===== src/rtl/sync_meter_pkg.sv =====
package sync_meter_pkg;
  // Source choice for either channel
  typedef enum logic {
    SRC_DIRECT = 1'b0,
    SRC_ALT    = 1'b1
  } src_sel_e;

  // Saturation value for a counter of the given width
  function automatic int unsigned sat_value(input int unsigned width);
    return (1 << width) - 1;
  endfunction
endpackage


===== src/rtl/sync_edge_det.sv =====
module sync_edge_det #(
  parameter int STAGES = 2
) (
  input  logic clk,
  input  logic rst_n,
  input  logic sel,
  input  logic src_direct,
  input  logic src_alt,
  output logic rise
);
  import sync_meter_pkg::*;

  localparam int CHAIN = STAGES + 1;

  logic             picked;
  logic [CHAIN-1:0] chain_q;

  // Source multiplexer ahead of the synchronizer
  always_comb begin
    if (src_sel_e'(sel) == SRC_ALT) picked = src_alt;
    else                            picked = src_direct;
  end

  // chain_q[0] is the first flop; chain_q[STAGES] is the history flop
  generate
    for (genvar i = 0; i < CHAIN; i++) begin : g_stage
      if (i == 0) begin : g_first
        always_ff @(posedge clk or negedge rst_n) begin
          if (!rst_n) chain_q[i] <= 1'b0;
          else        chain_q[i] <= picked;
        end
      end else begin : g_next
        always_ff @(posedge clk or negedge rst_n) begin
          if (!rst_n) chain_q[i] <= 1'b0;
          else        chain_q[i] <= chain_q[i-1];
        end
      end
    end
  endgenerate

  assign rise = chain_q[STAGES-1] & ~chain_q[STAGES];
endmodule


===== src/rtl/period_meter.sv =====
module period_meter #(
  parameter int CW = 12
) (
  input  logic          clk,
  input  logic          rst_n,
  input  logic          tick,
  input  logic          rise,
  output logic [CW-1:0] period,
  output logic          present,
  output logic [CW-1:0] cnt_o
);
  import sync_meter_pkg::*;

  localparam logic [CW-1:0] CNT_MAX = CW'(sat_value(CW));

  logic [CW-1:0] cnt_q;
  logic          seen_q;
  logic          at_max;

  assign at_max = (cnt_q == CNT_MAX);

  // Free-running tick counter, restarted by every edge
  always_ff @(posedge clk or negedge rst_n) begin
    if (!rst_n)               cnt_q <= '0;
    else if (rise)            cnt_q <= '0;
    else if (tick && !at_max) cnt_q <= cnt_q + 1'b1;
  end

  // Result register: loaded only on an edge
  always_ff @(posedge clk or negedge rst_n) begin
    if (!rst_n)    period <= '0;
    else if (rise) period <= cnt_q;
  end

  // Presence tracking: an edge arms, a second clean edge confirms
  always_ff @(posedge clk or negedge rst_n) begin
    if (!rst_n) begin
      seen_q  <= 1'b0;
      present <= 1'b0;
    end else if (rise) begin
      seen_q  <= 1'b1;
      present <= seen_q && !at_max;
    end else if (at_max) begin
      seen_q  <= 1'b0;
      present <= 1'b0;
    end
  end

  assign cnt_o = cnt_q;
endmodule


===== src/rtl/sync_meter.sv =====
module sync_meter #(
  parameter int CNT_W       = 12,
  parameter int SYNC_STAGES = 2
) (
  input  logic             clk,
  input  logic             rst_n,
  input  logic             h_tick,
  input  logic             v_tick,
  input  logic             h_sel,
  input  logic             v_sel,
  input  logic             hsync_sep,
  input  logic             hsync_sog,
  input  logic             vsync_sep,
  input  logic             vsync_int,
  output logic [CNT_W-1:0] h_period,
  output logic             h_present,
  output logic [CNT_W-1:0] v_period,
  output logic             v_present
);
  logic             h_rise;
  logic             v_rise;
  logic [CNT_W-1:0] h_cnt;
  logic [CNT_W-1:0] v_cnt;

  sync_edge_det #(.STAGES(SYNC_STAGES)) u_hsrc (
    .clk(clk), .rst_n(rst_n), .sel(h_sel),
    .src_direct(hsync_sep), .src_alt(hsync_sog), .rise(h_rise)
  );

  sync_edge_det #(.STAGES(SYNC_STAGES)) u_vsrc (
    .clk(clk), .rst_n(rst_n), .sel(v_sel),
    .src_direct(vsync_sep), .src_alt(vsync_int), .rise(v_rise)
  );

  period_meter #(.CW(CNT_W)) u_hmeas (
    .clk(clk), .rst_n(rst_n), .tick(h_tick), .rise(h_rise),
    .period(h_period), .present(h_present), .cnt_o(h_cnt)
  );

  period_meter #(.CW(CNT_W)) u_vmeas (
    .clk(clk), .rst_n(rst_n), .tick(v_tick), .rise(v_rise),
    .period(v_period), .present(v_present), .cnt_o(v_cnt)
  );
endmodule


===== config.mk =====
export PLATFORM = sky130hd
export DESIGN_NAME = sync_meter
export DESIGN_NICKNAME = d
export VERILOG_FILES = /design/src/rtl/sync_meter_pkg.sv /design/src/rtl/sync_edge_det.sv /design/src/rtl/period_meter.sv /design/src/rtl/sync_meter.sv
export SDC_FILE = /design/constraint.sdc
export NUM_CORES = 1
export LEC_CHECK = 0
export BUFFER_PORTS_ARGS = -buffer_cell sky130_fd_sc_hd__buf_2
export CORE_MARGIN = 1.5
export CORE_UTILIZATION = 55
export DETAILED_ROUTE_END_ITERATION = 10
export PLACE_DENSITY = 0.82
export SYNTH_ARGS = -nofsm -noshare
export SYNTH_HDL_FRONTEND = slang
export SYNTH_SLANG_ARGS = --single-unit

===== constraint.sdc =====
create_clock -name clk -period 2.3 [get_ports clk]
set_clock_uncertainty 0.05 [all_clocks]
set_input_delay 0 -clock clk [delete_from_list [all_inputs] [get_ports clk]]
set_output_delay 0 -clock clk [all_outputs]
set_load 0.005 [all_outputs]

==> metrics.md, run 1 <==
| Metric | Value |
|---|---|
| Crit path max fanout | 8 |
| Top Ports | 36 |
| DP Area | between 2000 and 3000 um^2 |
| Worst reg2reg startpoint | u_vmeas.cnt_o[0]$_DFFE_PN0P_ |
| Number of gates resized after cts | 0 |
| Reg-to-reg slack, setup | approximately 0.46 ns |
| Post-route cell area | 3010 um^2 |
| Clk pin slew, worst setup/hold paths | around 0.060 ns |
| Clock power share | 0.352 |
| Gr usage total | 0.224 |
| Max Freq | approximately 540 MHz |
| RSZ-0062 raised after global routing | false |
| Routed WL | about 5.0 mm |
| Final Setup Violations | 0 |
| Cell Area, Synth | around 2600 um^2 |
| Crit-path slowest cell | or3_2 |
| Yosys cell types | 43 |
| Net Count, Synth | 275 |
| Post-synthesis xor/xnor area fraction | 0.0171 |
| Hold WC Path Type | primary input to asynchronous set/reset pin |
| Top cell type's share of synthesized area | 0.568 |
| Mux contribution to synthesized area | 0.0245 |
| Worst Path Required | 2.51 ns |
| Avg WL per Cell | approximately 14 um |
| Post-synth top flop | dfrtp_1 |
| Cell internal pwr | 1640 uW |
| Syn_area_per_cell | slightly below 10 um^2 |
| DIE HEIGHT | approximately 71 um |
| Fill count | between 300 and 400 |
| Htree depth | 3 |
| Ant. Diodes | 0 |
| Synth Area in Adders | 0.00978 |
| First-pass GRT wire length | between 8 and 9 mm |
| Pwr Density | roughly 740 nW/um^2 |
| Remaining antenna violation count after routing | 0 |
| 1st-iter DRT viols | approximately 150 |
| Simple-gate share of the synthesized area | 0.260 |
| Switch Pwr | roughly 590 uW |
| YS warnings | 0 |
| Final Max Tran Viols | 0 |
| Worst EP arrival | 2.06 ns |
| R2R Path End | u_vmeas.cnt_o[3]$_DFFE_PN0P_ |
| Total negative setup slack | 0 ns |
| GP Congestion | slightly below 0.9 |
| Gr ovfl total | 0 |
| Syn-to-layout area delta | 17.9% |
| Fin nets | roughly 320 |
| Tmin final | between 1.5 and 2 ns |
| Post-route DRC violation count | 0 |
| Worst VDD drop | approximately 390 uV |
| Inst Count DP | between 300 and 400 |
| CTS root buf | clkbuf_8 |
| HPWL after DPL | about 3.1 mm |
| Synth area leaders | dfrtp_1 57%, nand2_1 12%, a21oi_1 2.3% |
| Clock sink count | 58 |
| Setup crit start kind | flop |
| Sequential power share | 0.532 |
| Worst slew pin tran | 0.811 ns |
| Crit. End Element | flop |
| Sequential fraction of the synthesis area | 0.568 |
| DR vias/cell | ~5.6 |
| Buffers added on ports | 35 |
| Post-route clock period utilization | 0.801 |
| Yosys reg bits | 58 |
| TritonCTS clock tree | yes |
| Sw frac | 0.263 |
| EDFF count, synth | 0 |
| Worst path depth | 5 |
| Fin Hold WS | around 0.13 ns |
| Vias in the first global route | 1,889 |
| Initial Util | 0.579 |
| Top cell type by total area after synthesis | dfrtp_1 |
| Gate Count Post-Synth | roughly 260 |
| Die area | between 5000 and 6000 um^2 |
| Largest family of logic cells by synthesized area | simple AND/OR/NAND/NOR gates |
| Worst-skew pair later-pin latency | between 0.3 and 0.4 ns |
| Critical Path End | u_vmeas.cnt_o[3]$_DFFE_PN0P_ |
| Largest net degree at the start of global routing | between 50 and 60 |
| CP Cell Sequence | ha_1, and4_1, a31o_2, or3_2, a21oi_1 |
| M1 GR Usage | 0.310 |
| Cell Count, Final, Fillers Out | approximately 370 |
| Final Power | between 2000 and 2500 uW |
| GR peak layer | met2 |
| M3 GR Usage | 0.0897 |
| Max_slew headroom | 0.460 |
| Vias | about 2,000 |
| Outcome | completed |
| Post-CTS setup buffer count | 0 |
| DRT Pass-1 Iters | 4 |
| Antenna violations before repair | 0 |
| Hold buffers post-CTS | 7 |
| Buffers & Inverters on Critical Path | 0 |
| CP delay by family, top | simple AND/OR/NAND/NOR gates |
| Commonest cells in the netlist | 84 x nand2_1, 58 x dfrtp_1, 12 x a21oi_1 |
| Synth Area in Compound Gates | 0.0944 |
| P_leak | about 0.0015 uW |
| Ys async rst share | 1.00 |
| Crit path from | u_vmeas.cnt_o[0]$_DFFE_PN0P_ |
| DIE WIDTH | slightly above 70 um |
| CP max stage delay | roughly 0.42 ns |
| MaxCap Viol Count | 0 |
| M2 GR Usage | 0.312 |
| Kind of critical path | flop to flop |
| Core area | 4410 um^2 |
| Worst Reg-to-Reg Cells | 5 |
| CTS max path bufs | 2 |
| Final hold violations | 0 |
| Cts bufs inserted | 9 |
| Floorplan row count | 24 |
| Comb pwr share | 0.116 |
| Share of layout cells above drive strength 1 | 0.194 |
| Most frequent cell after synthesis | nand2_1 |
-- kinds of logic (layout without fill, tap and decap cells) --
kind of cell / count (synthesis) / count (layout)
DFF: 58 / 58
AOI/OAI and AO/OA: 38 / 38
buffers and inverters: 14 / 65
adders and majority gates: 2 / 2
xor gates and xnor gates: 5 / 5
muxes: 6 / 6
and+or+nand+nor: 140 / 140
-- final cells by class --
cell class | count | area, um^2 | area share
inverter | 4 | 15.0 | 0.00498
timing repair buffer | 45 | 280 | 0.0930
multi-input combinational | 191 | 1040 | 0.345
clock buffer | 13 | 149 | 0.0494
sequential | 58 | 1450 | 0.482
tap | 52 | 65.1 | 0.0216
clock inverter | 3 | 15.0 | 0.00498
-- power by group through the flow --
stage / Clock [uW] / Combinational, uW / Sequential, uW
3_3_place_gp: 0 / 244 / 1200
2_1_floorplan: 0 / 157 / 1190
6_report: 783 / 258 / 1180
3_5_place_dp: 0 / 251 / 1200
4_1_cts: 811 / 263 / 1190
5_1_grt: 855 / 304 / 1200
-- routing by layer --
layer,share of wire,vias up
li1,-,1005
met1,0.48,986
met2,0.45,58
met3,0.055,9
met4,0.017,0
met5,0,-
-- cell usage in the layout (no fill, tap or decap), types with 2 or more instances in the layout --
cell type,Yosys,final
nand2_1,84,84
dfrtp_1,58,58
buf_2,0,35
a21oi_1,12,12
nand3_1,11,11
nor2_1,10,10
clkbuf_8,1,10
o21ai_0,9,9
dlygate4sd3_1,0,7
nor3_1,6,6
nand4_1,5,5
nand2b_1,4,4
o41ai_1,4,4
mux2i_1,4,4
inv_1,4,4
a31oi_1,3,3
o311ai_0,3,3
o31ai_1,3,3
or3_1,3,3
xnor2_1,3,3
clkbuf_1,6,3
clkinv_2,0,3
mux2_2,2,2
and4_1,2,2
or4_1,2,2
xor2_1,2,2
nor4_1,2,2
ha_1,2,2
buf_4,1,2
-- worst min path at each step --
stage	from	to	slack, ns	depth (start not counted)
3_3_place_gp	rst_n	u_vmeas.cnt_o[2]$_DFFE_PN0P_	-0.03	2
5_1_grt	rst_n	u_vmeas.period[5]$_DFFE_PN0P_	0.18	3
6_report	rst_n	u_vmeas.period[4]$_DFFE_PN0P_	0.13	3
2_1_floorplan	rst_n	u_hmeas.cnt_o[0]$_DFFE_PN0P_	-0.35	0
3_5_place_dp	rst_n	u_vmeas.period[4]$_DFFE_PN0P_	-0.03	2
4_1_cts	rst_n	u_vmeas.period[4]$_DFFE_PN0P_	0.14	3
-- worst min-delay path, stage by stage --
cell,delay (ns)
dlygate4sd3_1,0.52
buf_2,0.12
buf_12,0.27
-- through the flow --
step                      setup slack, ns   util
after global routing                0.335  0.683
after global placement              0.520  0.630
after CTS                           0.449  0.683
after detailed placement            0.466  0.630
final                               0.458  0.683
after floorplan                     0.557      -
-- registers in the layout, summed over array words and instances, names as in the netlist --
register / cells
u_hmeas.cnt_o: 12
u_hmeas.period: 12
u_hmeas.present: 1
u_hmeas.seen_q: 1
u_hsrc.chain_q: 3
u_vmeas.cnt_o: 12
u_vmeas.period: 12
u_vmeas.present: 1
u_vmeas.seen_q: 1
u_vsrc.chain_q: 3
Power figures use the tool's default switching activity.
==> inputs of run 2 (changes only) <==
==> constraint.sdc (replaced) <==
create_clock -name clk -period 1.8 [get_ports clk]
set_clock_uncertainty 0.05 [all_clocks]
set_input_delay 0 -clock clk [delete_from_list [all_inputs] [get_ports clk]]
set_output_delay 0 -clock clk [all_outputs]
set_load 0.005 [all_outputs]
==> run 2 against run 1 <==
  * Critical path depth increased by 1
  * Core utilization increased by 5.0 points
  * Worst hold slack improved by 0.0063 ns
  * Sequential cell count unchanged
  * Non-clock buffer count increased by 18
  * Setup slack got worse by 0.41 ns
  * Critical path type unchanged
  * Critical endpoint is now u_vmeas.cnt_o[11]$_DFFE_PN0P_
  * Largest power group unchanged
==> metrics.md, run 2 (same netlist as run 1, synthesis figures left out) <==
| Metric | Value |
|---|---|
| Remaining antenna violation count after routing | 0 |
| Comb pwr share | 0.129 |
| Core area | between 4000 and 5000 um^2 |
| Max_slew headroom | 0.587 |
| Cts bufs inserted | 9 |
| Antenna violations before repair | 0 |
| GP Congestion | 0.922 |
| Gr usage total | 0.236 |
| R2R Path End | u_vmeas.cnt_o[11]$_DFFE_PN0P_ |
| Hold WC Path Type | primary input to asynchronous set/reset pin |
| Htree depth | 3 |
| Switch Pwr | 796 uW |
| Final Max Tran Viols | 0 |
| Avg WL per Cell | approximately 14 um |
| P_leak | about 0.0016 uW |
| Pwr Density | 954 nW/um^2 |
| Post-route DRC violation count | 0 |
| First-pass GRT wire length | 9.23 mm |
| Vias | ~2,100 |
| Max Freq | approximately 570 MHz |
| Crit path from | u_vmeas.cnt_o[1]$_DFFE_PN0P_ |
| Clock power share | 0.378 |
| Final Setup Violations | 0 |
| Cell internal pwr | 2290 uW |
| Fin nets | approximately 340 |
| DIE WIDTH | 71.2 um |
| Final Util | 0.732 |
| Crit path max fanout | 6 |
| RSZ-0062 raised after global routing | true |
| Sw frac | 0.258 |
| Commonest non-fill, non-tap cells in the layout | 83 x nand2_1, 56 x dfrtp_1, 35 x buf_2, 20 x buf_4, 14 x clkbuf_8 |
| Initial Util | 0.579 |
| Critical Path End | u_vmeas.cnt_o[11]$_DFFE_PN0P_ |
| Worst-skew pair later-pin latency | ~0.34 ns |
| Setup crit start kind | flop |
| Worst slew pin tran | around 0.62 ns |
| CTS root buf | clkbuf_8 |
| Sequential power share | 0.492 |
| Inst Count DP | 360 |
| 1st-iter DRT viols | 161 |
| Final Power | about 3100 uW |
| Worst Path Required | between 2 and 2.5 ns |
| CTS max path bufs | 2 |
| Clk pin slew, worst setup/hold paths | 0.06 ns |
| Worst reg2reg startpoint | u_vmeas.cnt_o[1]$_DFFE_PN0P_ |
| HPWL after DPL | 3.56 mm |
| Share of layout cells above drive strength 1 | 0.277 |
| Kind of critical path | flop to flop |
| Top Ports | 36 |
| DIE HEIGHT | roughly 70 um |
| MaxCap Viol Count | 0 |
| Total negative setup slack | 0 ns |
| Floorplan row count | 24 |
| Gr ovfl total | 0 |
| Outcome | completed |
| Reg-to-reg slack, setup | between 0.04 and 0.05 ns |
| Tmin final | 1.75 ns |
| Worst VDD drop | ~540 uV |
| Clock sink count | 58 |
| Post-route clock period utilization | 0.974 |
| Ant. Diodes | 0 |
| Die area | 5070 um^2 |
| Final hold violations | 0 |
| TritonCTS clock tree | yes |
| Commonest non-fill, non-tap cell in the layout | nand2_1 |
| Crit. End Element | flop |
| Vias in the first global route | about 2,000 |
| Routed WL | between 5 and 6 mm |
| Largest net degree at the start of global routing | 36 |
| DR vias/cell | between 5 and 6 |
| Worst Reg-to-Reg Cells | 6 |
| Worst EP arrival | ~2.0 ns |
| Cell Count, Final, Fillers Out | about 380 |
| Buffers added on ports | 35 |
| Fin Hold WS | 0.138 ns |
| Syn-to-layout area delta | 26.4% |
| DRT Pass-1 Iters | 4 |
==> run 2: power by group through the flow <==
stage	Clock [uW]	Combinational, uW	Sequential (uW)
2_1_floorplan	0	201	1520
3_3_place_gp	0	346	1530
6_report	1170	399	1520
4_1_cts	1190	374	1510
5_1_grt	1250	445	1530
3_5_place_dp	0	361	1530
==> run 2: worst min-delay path by stage <==
| stage | from | to | slack, ns | depth (start not counted) |
|---|---|---|---|---|
| finish | rst_n | u_vmeas.seen_q$_DFFE_PN0P_ | 0.14 | 2 |
| global route | rst_n | u_vmeas.cnt_o[5]$_DFFE_PN0P_ | 0.19 | 2 |
| CTS | rst_n | u_vmeas.seen_q$_DFFE_PN0P_ | 0.14 | 2 |
| detailed placement | rst_n | u_vmeas.seen_q$_DFFE_PN0P_ | -0.03 | 1 |
| global placement | rst_n | u_vmeas.cnt_o[5]$_DFFE_PN0P_ | -0.03 | 1 |
| floorplan | rst_n | u_hmeas.cnt_o[0]$_DFFE_PN0P_ | -0.35 | 0 |
==> run 2: metal layers <==
| layer | global-route usage | up-vias | routed length, um | share of wire |
|---|---|---|---|---|
| met5 | 0 | - | 0 | 0 |
| met4 | 0.0901 | 0 | 80 | 0.014 |
| met3 | 0.0840 | 9 | 358 | 0.065 |
| met2 | 0.348 | 72 | 2540 | 0.46 |
| met1 | 0.323 | 1014 | 2570 | 0.46 |
| li1 | - | 1049 | - | - |
==> run 2: area by class of cell <==
class,instances,area [um^2]
Clock buffer,15,196
Fill cell,322,1180
Tap cell,52,65.1
Sequential cell,58,1450
Clock inverter,1,5.00
Multi-Input combinational cell,191,1080
Inverter,4,15.0
Timing Repair Buffer,63,415
==> run 2: worst max-delay path, cell delays in order, from the launching register on <==
cell     delay [ns]
dfrtp_1        0.41
ha_2           0.19
buf_4          0.14
nand3_1        0.13
nor3_2         0.10
or4_4          0.53
a21oi_2        0.14
==> run 2: repair_timing <==
action                                  CTS  global route
resized for setup                         0            14
endpoints found under the setup margin    0             9
hold endpoints to repair                 27             0
hold buffers                              7             0
buffers inserted                          0             1
==> run 2: through the flow <==
step | setup WS, ns | area, um^2
3_3_place_gp | 0.0847 | 2910
5_1_grt | -0.0135 | 3230
4_1_cts | 0.0281 | 3180
3_5_place_dp | 0.0431 | 2910
6_report | 0.0459 | 3230
2_1_floorplan | 0.0573 | 2560
